### src/rtl/dmach_pkg.sv
package dmach_pkg;

    typedef enum logic [1:0] {
        ST_IDLE  = 2'd0,
        ST_READ  = 2'd1,
        ST_WRITE = 2'd2
    } dmach_state_e;

    // control word, bit 0 is the enable
    typedef struct packed {
        logic irq_en;
        logic dir_in;
        logic step_down;
        logic word;
        logic en;
    } dmach_ctrl_t;

    localparam int unsigned CTRL_W = $bits(dmach_ctrl_t);

    localparam logic [1:0] SEL_MEM  = 2'd0;
    localparam logic [1:0] SEL_IO   = 2'd1;
    localparam logic [1:0] SEL_CNT  = 2'd2;
    localparam logic [1:0] SEL_CTRL = 2'd3;

endpackage

### src/rtl/dmach_regs.sv
module dmach_regs
    import dmach_pkg::*;
#(
    parameter int unsigned MAR_W = 24,
    parameter int unsigned IO_W  = 16,
    parameter int unsigned CNT_W = 16
) (
    input  logic              clk,
    input  logic              rst_n,
    input  logic              wr_en,
    input  logic [1:0]        wr_sel,
    input  logic [MAR_W-1:0]  wr_data,
    input  logic              step,
    output logic [MAR_W-1:0]  mar,
    output logic [IO_W-1:0]   ioar,
    output logic [CNT_W-1:0]  cnt,
    output dmach_ctrl_t       ctrl,
    output logic              done,
    output logic              last
);

    logic [MAR_W-1:0] stride;
    logic [MAR_W-1:0] mar_next;

    assign last     = (cnt == CNT_W'(1));
    assign stride   = ctrl.word ? MAR_W'(2) : MAR_W'(1);
    assign mar_next = ctrl.step_down ? (mar - stride) : (mar + stride);

    always_ff @(posedge clk or negedge rst_n) begin
        if (!rst_n) begin
            mar  <= '0;
            ioar <= '0;
            cnt  <= '0;
            ctrl <= '0;
            done <= 1'b0;
        end else if (step) begin
            mar <= mar_next;
            cnt <= cnt - CNT_W'(1);
            if (last) begin
                ctrl.en <= 1'b0;
                done    <= 1'b1;
            end
        end else if (wr_en) begin
            unique case (wr_sel)
                SEL_MEM:  mar  <= wr_data;
                SEL_IO:   ioar <= wr_data[IO_W-1:0];
                SEL_CNT:  cnt  <= wr_data[CNT_W-1:0];
                SEL_CTRL: begin
                    ctrl <= dmach_ctrl_t'(wr_data[CTRL_W-1:0]);
                    done <= 1'b0;
                end
                default: ;
            endcase
        end
    end

endmodule

### src/rtl/dmach_fsm.sv
module dmach_fsm
    import dmach_pkg::*;
#(
    parameter int unsigned MAR_W  = 24,
    parameter int unsigned IO_W   = 16,
    parameter int unsigned DATA_W = 16
) (
    input  logic              clk,
    input  logic              rst_n,
    input  logic              req,
    input  logic              en,
    input  logic              last,
    input  logic              word,
    input  logic              dir_in,
    input  logic [MAR_W-1:0]  mar,
    input  logic [IO_W-1:0]   ioar,
    input  logic [DATA_W-1:0] bus_rdata,
    output logic [MAR_W-1:0]  bus_addr,
    output logic              bus_rd,
    output logic              bus_wr,
    output logic [DATA_W-1:0] bus_wdata,
    output logic              busy,
    output logic              step
);

    localparam int unsigned PAGE_W = MAR_W - IO_W;
    localparam int unsigned BYTE_W = 8;

    dmach_state_e     state_q, state_d;
    logic             pend_q;
    logic [DATA_W-1:0] latch_q;
    logic [MAR_W-1:0] io_addr;
    logic [MAR_W-1:0] src_addr;
    logic [MAR_W-1:0] dst_addr;
    logic             start;

    assign io_addr  = {{PAGE_W{1'b1}}, ioar};
    assign src_addr = dir_in ? io_addr : mar;
    assign dst_addr = dir_in ? mar : io_addr;
    assign start    = en && (req || pend_q);

    // next-state decision
    always_comb begin
        state_d = state_q;
        unique case (state_q)
            ST_IDLE:  if (start) state_d = ST_READ;
            ST_READ:  state_d = ST_WRITE;
            ST_WRITE: state_d = ST_IDLE;
            default:  state_d = ST_IDLE;
        endcase
    end

    // state register, pending request and data latch
    always_ff @(posedge clk or negedge rst_n) begin
        if (!rst_n) begin
            state_q <= ST_IDLE;
            pend_q  <= 1'b0;
            latch_q <= '0;
        end else begin
            state_q <= state_d;
            if (state_q == ST_IDLE) begin
                if (start) pend_q <= 1'b0;
            end else if (state_q == ST_WRITE && last) begin
                pend_q <= 1'b0;
            end else if (req) begin
                pend_q <= 1'b1;
            end
            if (state_q == ST_READ) begin
                latch_q <= word ? bus_rdata
                                : {{(DATA_W-BYTE_W){1'b0}}, bus_rdata[BYTE_W-1:0]};
            end
        end
    end

    // outputs
    always_comb begin
        bus_addr  = '0;
        bus_rd    = 1'b0;
        bus_wr    = 1'b0;
        bus_wdata = '0;
        busy      = 1'b0;
        step      = 1'b0;
        unique case (state_q)
            ST_IDLE: ;
            ST_READ: begin
                bus_addr = src_addr;
                bus_rd   = 1'b1;
                busy     = 1'b1;
            end
            ST_WRITE: begin
                bus_addr  = dst_addr;
                bus_wr    = 1'b1;
                bus_wdata = latch_q;
                busy      = 1'b1;
                step      = 1'b1;
            end
            default: ;
        endcase
    end

endmodule

### src/rtl/dma_seq_chan.sv
module dma_seq_chan
    import dmach_pkg::*;
#(
    parameter int unsigned MAR_W  = 24,
    parameter int unsigned IO_W   = 16,
    parameter int unsigned CNT_W  = 16,
    parameter int unsigned DATA_W = 16
) (
    input  logic              clk,
    input  logic              rst_n,
    input  logic              cfg_we,
    input  logic [1:0]        cfg_sel,
    input  logic [MAR_W-1:0]  cfg_wdata,
    output logic [MAR_W-1:0]  cfg_rdata,
    input  logic              req,
    output logic [MAR_W-1:0]  bus_addr,
    output logic              bus_rd,
    output logic              bus_wr,
    output logic [DATA_W-1:0] bus_wdata,
    input  logic [DATA_W-1:0] bus_rdata,
    output logic              busy,
    output logic              done,
    output logic              irq
);

    localparam int unsigned DONE_BIT = 7;

    logic [MAR_W-1:0] mar_q;
    logic [IO_W-1:0]  ioar_q;
    logic [CNT_W-1:0] cnt_q;
    dmach_ctrl_t      ctrl_q;
    logic             last_x;
    logic             step_x;
    logic             done_q;

    dmach_regs #(.MAR_W(MAR_W), .IO_W(IO_W), .CNT_W(CNT_W)) u_regs (
        .clk     (clk),
        .rst_n   (rst_n),
        .wr_en   (cfg_we && !busy),
        .wr_sel  (cfg_sel),
        .wr_data (cfg_wdata),
        .step    (step_x),
        .mar     (mar_q),
        .ioar    (ioar_q),
        .cnt     (cnt_q),
        .ctrl    (ctrl_q),
        .done    (done_q),
        .last    (last_x)
    );

    dmach_fsm #(.MAR_W(MAR_W), .IO_W(IO_W), .DATA_W(DATA_W)) u_fsm (
        .clk       (clk),
        .rst_n     (rst_n),
        .req       (req),
        .en        (ctrl_q.en),
        .last      (last_x),
        .word      (ctrl_q.word),
        .dir_in    (ctrl_q.dir_in),
        .mar       (mar_q),
        .ioar      (ioar_q),
        .bus_rdata (bus_rdata),
        .bus_addr  (bus_addr),
        .bus_rd    (bus_rd),
        .bus_wr    (bus_wr),
        .bus_wdata (bus_wdata),
        .busy      (busy),
        .step      (step_x)
    );

    assign done = done_q;
    assign irq  = done_q && ctrl_q.irq_en;

    always_comb begin
        cfg_rdata = '0;
        unique case (cfg_sel)
            SEL_MEM:  cfg_rdata = mar_q;
            SEL_IO:   cfg_rdata[IO_W-1:0] = ioar_q;
            SEL_CNT:  cfg_rdata[CNT_W-1:0] = cnt_q;
            SEL_CTRL: begin
                cfg_rdata[CTRL_W-1:0] = ctrl_q;
                cfg_rdata[DONE_BIT]   = done_q;
            end
            default: ;
        endcase
    end

endmodule

### config.mk
export PLATFORM = sky130hd
export DESIGN_NAME = dma_seq_chan
export DESIGN_NICKNAME = d
export VERILOG_FILES = /design/src/rtl/dmach_pkg.sv /design/src/rtl/dmach_regs.sv /design/src/rtl/dmach_fsm.sv /design/src/rtl/dma_seq_chan.sv
export SDC_FILE = /design/constraint.sdc
export NUM_CORES = 1
export LEC_CHECK = 0
export ABC_AREA = 1
export BUFFER_PORTS_ARGS = -buffer_cell sky130_fd_sc_hd__buf_2
export CELL_PAD_IN_SITES_DETAIL_PLACEMENT = 1
export CELL_PAD_IN_SITES_GLOBAL_PLACEMENT = 1
export CORE_MARGIN = 2
export CORE_UTILIZATION = 36
export DETAILED_ROUTE_END_ITERATION = 6
export PLACE_DENSITY = 0.74
export SYNTH_ARGS = -nofsm -noshare
export SYNTH_HDL_FRONTEND = slang
export SYNTH_HIERARCHICAL = 1
export SYNTH_SLANG_ARGS = --single-unit
### constraint.sdc
create_clock -name clk -period 1.9 [get_ports clk]
set_input_delay 0.19 -clock clk [delete_from_list [all_inputs] [get_ports clk]]
set_output_delay 0.19 -clock clk [all_outputs]
set_load 0.05 [all_outputs]
==> results.json, run 1 <==
{
  "grt_remaining_overflow": 0,
  "io_buffers": 114,
  "required_ps": 2150,
  "drive_above_1_share_pct": 43.0,
  "final_area_um2": 11300,
  "dr.pass1.iters": 5,
  "antenna_found_initial": 0,
  "synth_common_cells": "nand2_1 (393), inv_1 (179), nand3_1 (106), dfrtp_1 (81), nor2_1 (71)",
  "grt_pass1_vias": 8746,
  "die-height_um": 144,
  "busiest_layer": "met2",
  "grt_util_all_layers_pct": 29.7,
  "place_hpwl_mm": 21.7,
  "holdPathStages": 2,
  "ant_nets": 0,
  "min_period_ps": 2170,
  "critPathTopFamily": "simple AND/OR/NAND/NOR gates",
  "grt_max_degree": 32,
  "synth.most_common_cell": "nand2_1",
  "synth_seq_cells": 81,
  "synth_top_cell_area_share_pct": 28.9,
  "placedInstanceArea_um2": 8870,
  "seq_area_frac_synth_pct": 28.9,
  "yosysUniqueCellTypes": 45,
  "path_clk_slew_ps": 80,
  "r2r_end": "u_regs/mar[21]",
  "hold_start": "bus_rdata[6]",
  "io_pins": 115,
  "crit_chain": "clkbuf_16 > ha_4 > nand2_4 > nor2_4 > buf_6 > nand2_2 > nor2_2 > nand2_1 > nand4_1 > nand3_1 > nand2_1 > nand2_1",
  "rrSetupSlack_ps": -270,
  "cp-start-kind": "register",
  "gr-usage-met1_pct": 37.3,
  "start_util_pct": 36.4,
  "violations": "setup timing",
  "rows": 51,
  "nNetsFinal": 1428,
  "ys_async_sr_fraction_pct": 100,
  "cts_max_path_buffers": 2,
  "dieArea_um2": 20600,
  "status": "complete, but fails checks",
  "period_share_pct": 114,
  "areaGrowthSynthToFinish_pct": 60.8,
  "critPathMaxStageDelay_ps": 520,
  "crit_path_frequent_cell": "nand2_1",
  "htreeDepth": 3,
  "hold_class": "in -> reg",
  "synth_ff_type": "dfrtp_1",
  "synth_area_leaders": "dfrtp_1 (29%), nand2_1 (21%), inv_1 (9.6%)",
  "clock_sink_count": 81,
  "grt_pass1_wl_mm": 47.0,
  "arrival_ps": 2420,
  "clkLatencyLatePin_ps": 360,
  "dieWidth_um": 144,
  "yosys_warnings": 6,
  "ctsRootBufferMaster": "clkbuf_16",
  "crit_path_max_fanout": 8,
  "setup_ws_ps": -271,
  "synth_area_um2": 7010,
  "place_congestion": 0.885,
  "cap_viol_max_count": 0,
  "cts_buffers": 9,
  "core-area_um2": 19300,
  "slew_viol_final": 0,
  "crit_buf_inv": 2,
  "yosysTopAreaCell": "dfrtp_1",
  "route.detailed.drc": 0,
  "reg2reg_from": "u_regs/ctrl[2]",
  "finalHoldViolations": 0,
  "preCtsSetupSlack_ps": -278,
  "via_per_inst": 5.66,
  "fmax_mhz": 461,
  "rsz0062_at_grt": "true",
  "antenna_cells": 0,
  "cts_tree": "done",
  "use_met2_pct": 52.7,
  "worstMarginPinSlew_ps": 531,
  "drtIter0Drc": 721,
  "critical_path.endpoint_type": "register",
  "finClkSkew_ps": 10.9,
  "crit_type": "reg -> reg",
  "path_depth": 12,
  "drt_wl_total_mm": 37.9,
  "synth.net_count": 1194,
  "worst_path_max_delay_cell": "dfrtp_2",
  "synthCells": 1116,
  "route.vias.total": 9172,
  "whs_endpoint": "u_fsm/latch_q[6]",
  "avgSynthCellArea_um2": 6.28,
  "worstRegToRegCells": 12,
  "maxSlewHeadroom_pct": 64.2,
  "wl_per_cell_um": 23.4,
  "tns_ps": -8690,
  "synth_edf_count": 0,
  "setup_viol": 88,
  "grtUsageMet3_pct": 2.80
}
registers in the layout, summed over array words and instances (netlist names):
name,count
u_fsm/latch_q,16
u_fsm/pend_q,1
u_fsm/state_q,2
u_regs/cnt,16
u_regs/ctrl,5
u_regs/done,1
u_regs/ioar,16
u_regs/mar,24
how the worst max path moves through the flow:
stage                                 from             end  slack, ps
after floorplan           u_fsm/state_q[0]    bus_addr[11]          4
after global placement      u_regs/ctrl[2]  u_regs/mar[20]       -240
after detailed placement    u_regs/ctrl[2]  u_regs/mar[20]       -280
after CTS                    u_regs/mar[0]  u_regs/mar[20]       -130
after global routing        u_regs/ctrl[2]  u_regs/mar[17]       -360
final                       u_regs/ctrl[2]  u_regs/mar[21]       -270
stage by stage:
stage               util, %  hold WS, ps  std cells
CTS                    52.6         56.9       1596
global placement       46.0          175       1564
floorplan                 -         -106       1116
global route           58.5         61.9       1620
detailed placement     46.0          180       1564
finish                 58.5         56.2       1620
cell families after synthesis:
logic type,after synthesis,share of synthesized area (%)
xor gates and xnor gates,9,1.12
AOI/OAI and AO/OA,135,10.8
adders and majority gates,32,5.82
and+or+nand+nor,622,38.1
buffers and inverters,223,13.0
DFF,81,28.9
muxes,14,2.25
repair_timing:
item,4_1_cts,5_1_grt
hold endpoints to repair,28,0
hold buffers,1,0
cloned,4,4
setup endpoints to repair,66,95
gates resized for setup,177,276
pin swaps,21,51
buffers inserted,12,21
routing by layer:
layer	vias to the layer above	share of wire (%)
met5	-	0
met4	0	6.0
met3	164	6.9
met2	474	50
met1	4557	37
li1	3977	-
cell usage in the layout (no fill, tap or decap), types with 5 or more instances in the layout:
| cell | netlist | layout |
|---|---|---|
| a21oi_1 | 49 | 15 |
| a21oi_2 | 1 | 14 |
| a21oi_4 | 0 | 21 |
| buf_12 | 0 | 11 |
| buf_2 | 14 | 72 |
| buf_4 | 3 | 113 |
| buf_6 | 5 | 36 |
| buf_8 | 0 | 22 |
| clkbuf_16 | 0 | 12 |
| clkinvlp_4 | 0 | 5 |
| dfrtp_1 | 81 | 79 |
| ha_4 | 0 | 26 |
| inv_1 | 179 | 145 |
| inv_2 | 2 | 32 |
| mux2_2 | 14 | 13 |
| nand2_1 | 393 | 317 |
| nand2_2 | 9 | 60 |
| nand2_4 | 2 | 27 |
| nand3_1 | 106 | 67 |
| nand3_2 | 2 | 26 |
| nand3_4 | 0 | 15 |
| nand4_1 | 12 | 12 |
| nor2_1 | 71 | 48 |
| nor2_2 | 8 | 19 |
| nor2_4 | 4 | 16 |
| o211ai_1 | 9 | 9 |
| o21ai_0 | 57 | 35 |
| o21ai_1 | 3 | 13 |
| o21ai_2 | 0 | 6 |
| o21ai_4 | 0 | 6 |
| o221ai_1 | 7 | 6 |
final cells by class:
| type | instances | area [um2] |
|---|---|---|
| Sequential cell | 81 | 2030 |
| Inverter | 184 | 716 |
| Clock buffer | 9 | 225 |
| Timing Repair Buffer | 262 | 2340 |
| Tap cell | 265 | 332 |
| Multi-Input combinational cell | 812 | 5570 |
| Fill cell | 2398 | 8000 |
| Clock inverter | 7 | 56.3 |
Power of run 1 is left out: the tool's default activity adds up to more than one toggle a clock period on the data nets, which glitch-free logic cannot reach.
==> inputs of run 2 (changes only) <==
CAP_MARGIN = 20   (was default)
CORE_UTILIZATION = 30   (was 36)
PLACE_DENSITY = 0.63   (was 0.74)
SYNTH_HIERARCHICAL = default   (was 1)
==> run 2 against run 1 <==
Against the previous run:
- the flow still finishes with violations (setup timing)
- synthesized cell count decreased by 7.9%
- count of clock-buffer cells in the layout rose by 1
- hold slack better by 7.7 ps
- routed wire length decreased by 19%
==> results.json, run 2 <==
{
  "layout_common_cells": "nand2_1 (267), inv_1 (143), buf_4 (100), dfrtp_1 (80), buf_2 (71)",
  "seq_area_frac_synth_pct": 30.3,
  "grt_remaining_overflow": 0,
  "combPwrFrac_pct": 78.3,
  "hold_class": "in -> reg",
  "antenna_found_initial": 0,
  "p_leak_nw": 5.07,
  "crit_path_max_fanout": 3,
  "crit_type": "reg -> reg",
  "grt_util_all_layers_pct": 24.4,
  "grt_pass1_vias": 8118,
  "seqCellArea_um2": 2030,
  "finalHoldViolations": 0,
  "ctsRootBufferMaster": "clkbuf_16",
  "internal-power_mw": 10.9,
  "io_pins": 115,
  "areaGrowthSynthToFinish_pct": 58.3,
  "drtIter0Drc": 348,
  "dieWidth_um": 153,
  "worstMarginPinSlew_ps": 570,
  "cts_buffers": 9,
  "largest_reg_flops": 24,
  "clkLatencyLatePin_ps": 360,
  "regMostFlops": "u_regs.mar",
  "synth.most_common_cell": "nand2_1",
  "route.vias.total": 7867,
  "final_area_um2": 10600,
  "ys_async_sr_fraction_pct": 100,
  "required_ps": 2170,
  "rsz0062_at_grt": "true",
  "synth_area_um2": 6680,
  "cp-start-kind": "register",
  "start_util_pct": 30.6,
  "cts_tree": "done",
  "finalPower_mw": 23.6,
  "drive_above_1_share_pct": 39.4,
  "final_common_cell": "nand2_1",
  "fmax_mhz": 481,
  "critical_path.endpoint_type": "register",
  "slew_viol_final": 0,
  "via_per_inst": 5.14,
  "synth_ff_type": "dfrtp_1",
  "synth_seq_cells": 81,
  "yosysTopAreaCell": "dfrtp_1",
  "route.detailed.drc": 0,
  "multi_input_area_um2": 4890,
  "cap_viol_max_count": 0,
  "power.switching_mw": 12.7,
  "dieArea_um2": 23500,
  "min_period_ps": 2080,
  "synth_common_cells": "nand2_1 (308), inv_1 (163), o21ai_0 (83), dfrtp_1 (81), a21oi_1 (76)",
  "ant_nets": 0,
  "maxSlewHeadroom_pct": 61.9,
  "swShare_pct": 53.8,
  "irDropWorstVdd_mv": 0.964,
  "power.density_nw_per_um2": 2230,
  "avgSynthCellArea_um2": 6.50,
  "drt_wl_total_mm": 30.7,
  "synthCells": 1028,
  "yosys_warnings": 0,
  "setup_viol": 39,
  "core-area_um2": 21800,
  "fillCellCount": 2661,
  "antenna_cells": 0,
  "dr.pass1.iters": 5,
  "io_buffers": 114,
  "grt_max_degree": 41,
  "wl_per_cell_um": 20.1,
  "place_congestion": 0.874,
  "path_clk_slew_ps": 70,
  "placedInstanceArea_um2": 8570,
  "nNetsFinal": 1322,
  "period_share_pct": 109,
  "clock_sink_count": 81,
  "setup_ws_ps": -177,
  "synth_area_leaders": "dfrtp_1 (30%), nand2_1 (17%), inv_1 (9.2%)",
  "finClkSkew_ps": 8.36,
  "cts_max_path_buffers": 2,
  "htreeDepth": 3,
  "die-height_um": 153,
  "synth_top_cell_area_share_pct": 30.3,
  "pwr-share-seq_pct": 14.6,
  "yosysUniqueCellTypes": 39,
  "status": "complete, but fails checks",
  "violations": "setup timing",
  "rows": 54,
  "arrival_ps": 2350,
  "grt_pass1_wl_mm": 45.1,
  "synth.net_count": 1104,
  "p_clk_share_pct": 7.2,
  "place_hpwl_mm": 21.1,
  "synth_edf_count": 0
}
run 2: cell type report:
type | count | share of cell area, %
clock buffer | 10 | 2.16
timing repair buffer | 246 | 22.2
clock inverter | 5 | 0.378
sequential | 81 | 19.2
tap | 280 | 3.31
multi-input combinational | 737 | 46.2
inverter | 171 | 6.61
run 2: critical path, cell delays in order (launching register included):
cell	delay [ps]
dfrtp_1	440
inv_2	110
ha_4	130
inv_2	40
fa_2	350
nand2_2	80
nand2_2	70
and2_4	160
nand2_2	80
nand2_4	70
buf_4	140
a21oi_1	130
o21ai_1	80
o211ai_1	90
run 2: path summary, 6_finish.rpt:
kind / start / end / slack [ps] / cells after the start
hold / removal: bus_rdata[3] / u_fsm.latch_q[3] / 60 / 2
setup / recovery: u_regs.ctrl[1] / u_regs.mar[8] / -180 / 13
hold reg to reg: u_fsm.latch_q[2] / u_fsm.latch_q[2] / 510 / 1
min in group asynchronous: rst_n / u_fsm.latch_q[10] / 340 / 2
max in group asynchronous: rst_n / u_regs.mar[7] / 930 / 3
setup reg to reg: u_regs.ctrl[1] / u_regs.mar[8] / -180 / 13
run 2: metrics by stage:
stage | hold slack [ps] | setup slack [ps] | std cells | util [%] | TNS (ps)
finish | 63.9 | -177 | 1530 | 48.5 | -2890
global route | 70.6 | -269 | 1530 | 48.5 | -6580
CTS | 56.9 | -83.2 | 1512 | 45.1 | -2000
detailed placement | 198 | -226 | 1480 | 39.3 | -2880
global placement | 197 | -197 | 1480 | 39.3 | -2170
floorplan | -106 | -19.2 | 1028 | - | -233
run 2: kinds of logic after synthesis:
group | share of synthesized area, %
AO/OA/AOI/OAI | 19.0
XOR/XNOR | 0.655
adder cells (fa/ha/maj) | 5.73
buffers and inverters | 12.8
flip-flops | 30.3
multiplexers | 2.36
AND/OR/NAND/NOR | 29.1
run 2: what timing repair did:
action                                  4_1_cts  5_1_grt
hold buffers                                  1        0
setup buffers                                11       10
hold endpoints to repair                     30        0
cloned                                        5        9
endpoints found under the setup margin       57       90
gates resized for setup                     220      119
pin swaps                                    21       19
run 2: power groups by stage:
stage / sequential, mW / combinational [mW] / clock (mW)
finish: 3.44 / 18.5 / 1.69
global route: 3.55 / 19.9 / 1.80
CTS: 3.37 / 16.6 / 1.73
detailed placement: 3.28 / 14.0 / 0
global placement: 3.26 / 13.7 / 0
floorplan: 3.14 / 9.19 / 0
run 2: per-layer routing:
layer  GRT usage (%)  vias up  wire [um]
met5               0        -          0
met4            5.86        0        637
met3            4.08       37       1580
met2            42.4      190      15300
met1            31.5     3864      13200
li1                -     3776          -
No activity file was read; power rests on OpenSTA's default activity.
==> inputs of run 3 (changes only) <==
SETUP_SLACK_MARGIN = 0.1   (was default)
==> run 3 against run 2 <==
Against the previous run:
- the flow still finishes with violations (setup timing)
- count of clock-buffer cells in the layout up 1
- maximum frequency down 3.3%
- die area unchanged
- register-to-register slack worse by 70 ps
- highest routed layer unchanged
- critical path type unchanged
==> results.json, run 3 (synthesis gave the netlist of run 2 again) <==
{
  "crit_path_max_fanout": 6,
  "route.vias.total": 8336,
  "grt_max_degree": 50,
  "cts_max_path_buffers": 2,
  "setup_ws_ps": -249,
  "min_period_ps": 2150,
  "utilization_pct": 54.2,
  "io_buffers": 114,
  "die-height_um": 153,
  "crit_type": "reg -> reg",
  "io_pins": 115,
  "regMostFlops": "u_regs.mar",
  "period_share_pct": 113,
  "path_clk_slew_ps": 70,
  "cp-start-kind": "register",
  "route.detailed.drc": 0,
  "grt_pass1_wl_mm": 48.8,
  "worst_path_max_delay_cell": "dfrtp_4",
  "via_per_inst": 5.29,
  "nNetsFinal": 1366,
  "htreeDepth": 3,
  "crit_chain": "buf_12 > buf_6 > ha_4 > nand2_4 > inv_4 > nand2_2 > inv_1 > nand2_1 > nand2_1 > nand2_1 > nand4_1 > nand3_1 > nand2_1 > nand2_1",
  "placedInstanceArea_um2": 8770,
  "critPathTopFamily": "simple AND/OR/NAND/NOR gates",
  "rows": 54,
  "finClkSkew_ps": 9.84,
  "cts_buffers": 9,
  "grt_util_all_layers_pct": 26.4,
  "drtIter0Drc": 473,
  "setup_viol": 86,
  "start_util_pct": 30.6,
  "ant_nets": 0,
  "required_ps": 2140,
  "crit_path_frequent_cell": "nand2_1",
  "dr.pass1.iters": 5,
  "layout_common_cells": "nand2_1 (237), inv_1 (135), buf_4 (116), dfrtp_1 (79), buf_2 (66)",
  "place_congestion": 0.842,
  "fillCellCount": 2638,
  "crit_buf_inv": 4,
  "hold_class": "in -> reg",
  "hold_ws_ps": 70.4,
  "status": "complete, but fails checks",
  "core-area_um2": 21800,
  "wl_per_cell_um": 22.0,
  "antenna_cells": 0,
  "grt_pass1_vias": 8626,
  "largest_reg_flops": 24,
  "drive_above_1_share_pct": 49.0,
  "violations": "setup timing",
  "finalHoldViolations": 0,
  "grt_remaining_overflow": 0,
  "critPathMaxStageDelay_ps": 540,
  "final_common_cell": "nand2_1",
  "place_hpwl_mm": 21.3,
  "final_area_um2": 11800,
  "clock_sink_count": 81,
  "holdPathStages": 2,
  "fmax_mhz": 465,
  "maxSlewHeadroom_pct": 72.5,
  "dieArea_um2": 23500,
  "areaGrowthSynthToFinish_pct": 76.8,
  "cts_tree": "done",
  "rsz0062_at_grt": "true",
  "dieWidth_um": 153,
  "clkLatencyLatePin_ps": 350,
  "worstMarginPinSlew_ps": 407,
  "antenna_found_initial": 0,
  "cap_viol_max_count": 0,
  "critical_path.endpoint_type": "register",
  "ctsRootBufferMaster": "clkbuf_16",
  "arrival_ps": 2390,
  "drt_wl_total_mm": 34.7,
  "path_depth": 14,
  "worstRegToRegCells": 14,
  "slew_viol_final": 0
}
==> run 3: area by class of cell <==
cell class / count / area, um2 / share of cell area (%)
Inverter: 171 / 753 / 6.37
Clock inverter: 5 / 62.6 / 0.529
Sequential cell: 81 / 2030 / 17.2
Multi-Input combinational cell: 737 / 5490 / 46.4
Clock buffer: 11 / 243 / 2.05
Tap cell: 280 / 350 / 2.96
Timing Repair Buffer: 286 / 2830 / 23.9
Timing Repair inverter: 4 / 61.3 / 0.519
==> run 3: path summary, 6_finish.rpt <==
check                               startpoint                to  slack [ps]
worst min register to register   u_regs.cnt[8]     u_regs.cnt[8]         530
worst min-delay path              bus_rdata[7]  u_fsm.latch_q[7]          70
worst max register to register  u_regs.ctrl[2]    u_regs.mar[20]        -250
max in group asynchronous                rst_n     u_regs.mar[9]        1010
worst max-delay path            u_regs.ctrl[2]    u_regs.mar[20]        -250
min in group asynchronous                rst_n  u_fsm.latch_q[5]         280
==> run 3: what timing repair did <==
| item | in CTS | in global routing |
|---|---|---|
| pin swaps | 40 | 85 |
| gates resized for setup | 309 | 204 |
| endpoints found under the setup margin | 74 | 110 |
| gates cloned | 8 | 6 |
| hold endpoints to repair | 17 | 0 |
| hold buffers | 1 | 0 |
| setup buffers | 34 | 35 |
==> run 3: per-layer routing <==
| metal | global-route usage (%) | routed length (um) | up-vias |
|---|---|---|---|
| li1 | - | - | 3850 |
| met2 | 46.2 | 17300 | 241 |
| met3 | 4.88 | 1610 | 67 |
| met1 | 34.3 | 14900 | 4178 |
| met5 | 0 | 0 | - |
| met4 | 5.07 | 943 | 0 |
==> run 3: through the flow <==
| stage | instances | worst slack, ps | TNS, ps |
|---|---|---|---|
| floorplan | 1028 | 5.30 | 0 |
| global placement | 1480 | -373 | -4250 |
| detailed placement | 1480 | -418 | -4660 |
| CTS | 1539 | -190 | -4880 |
| global route | 1575 | -359 | -16840 |
| finish | 1575 | -249 | -10900 |
Power of run 3 is left out for the same reason.
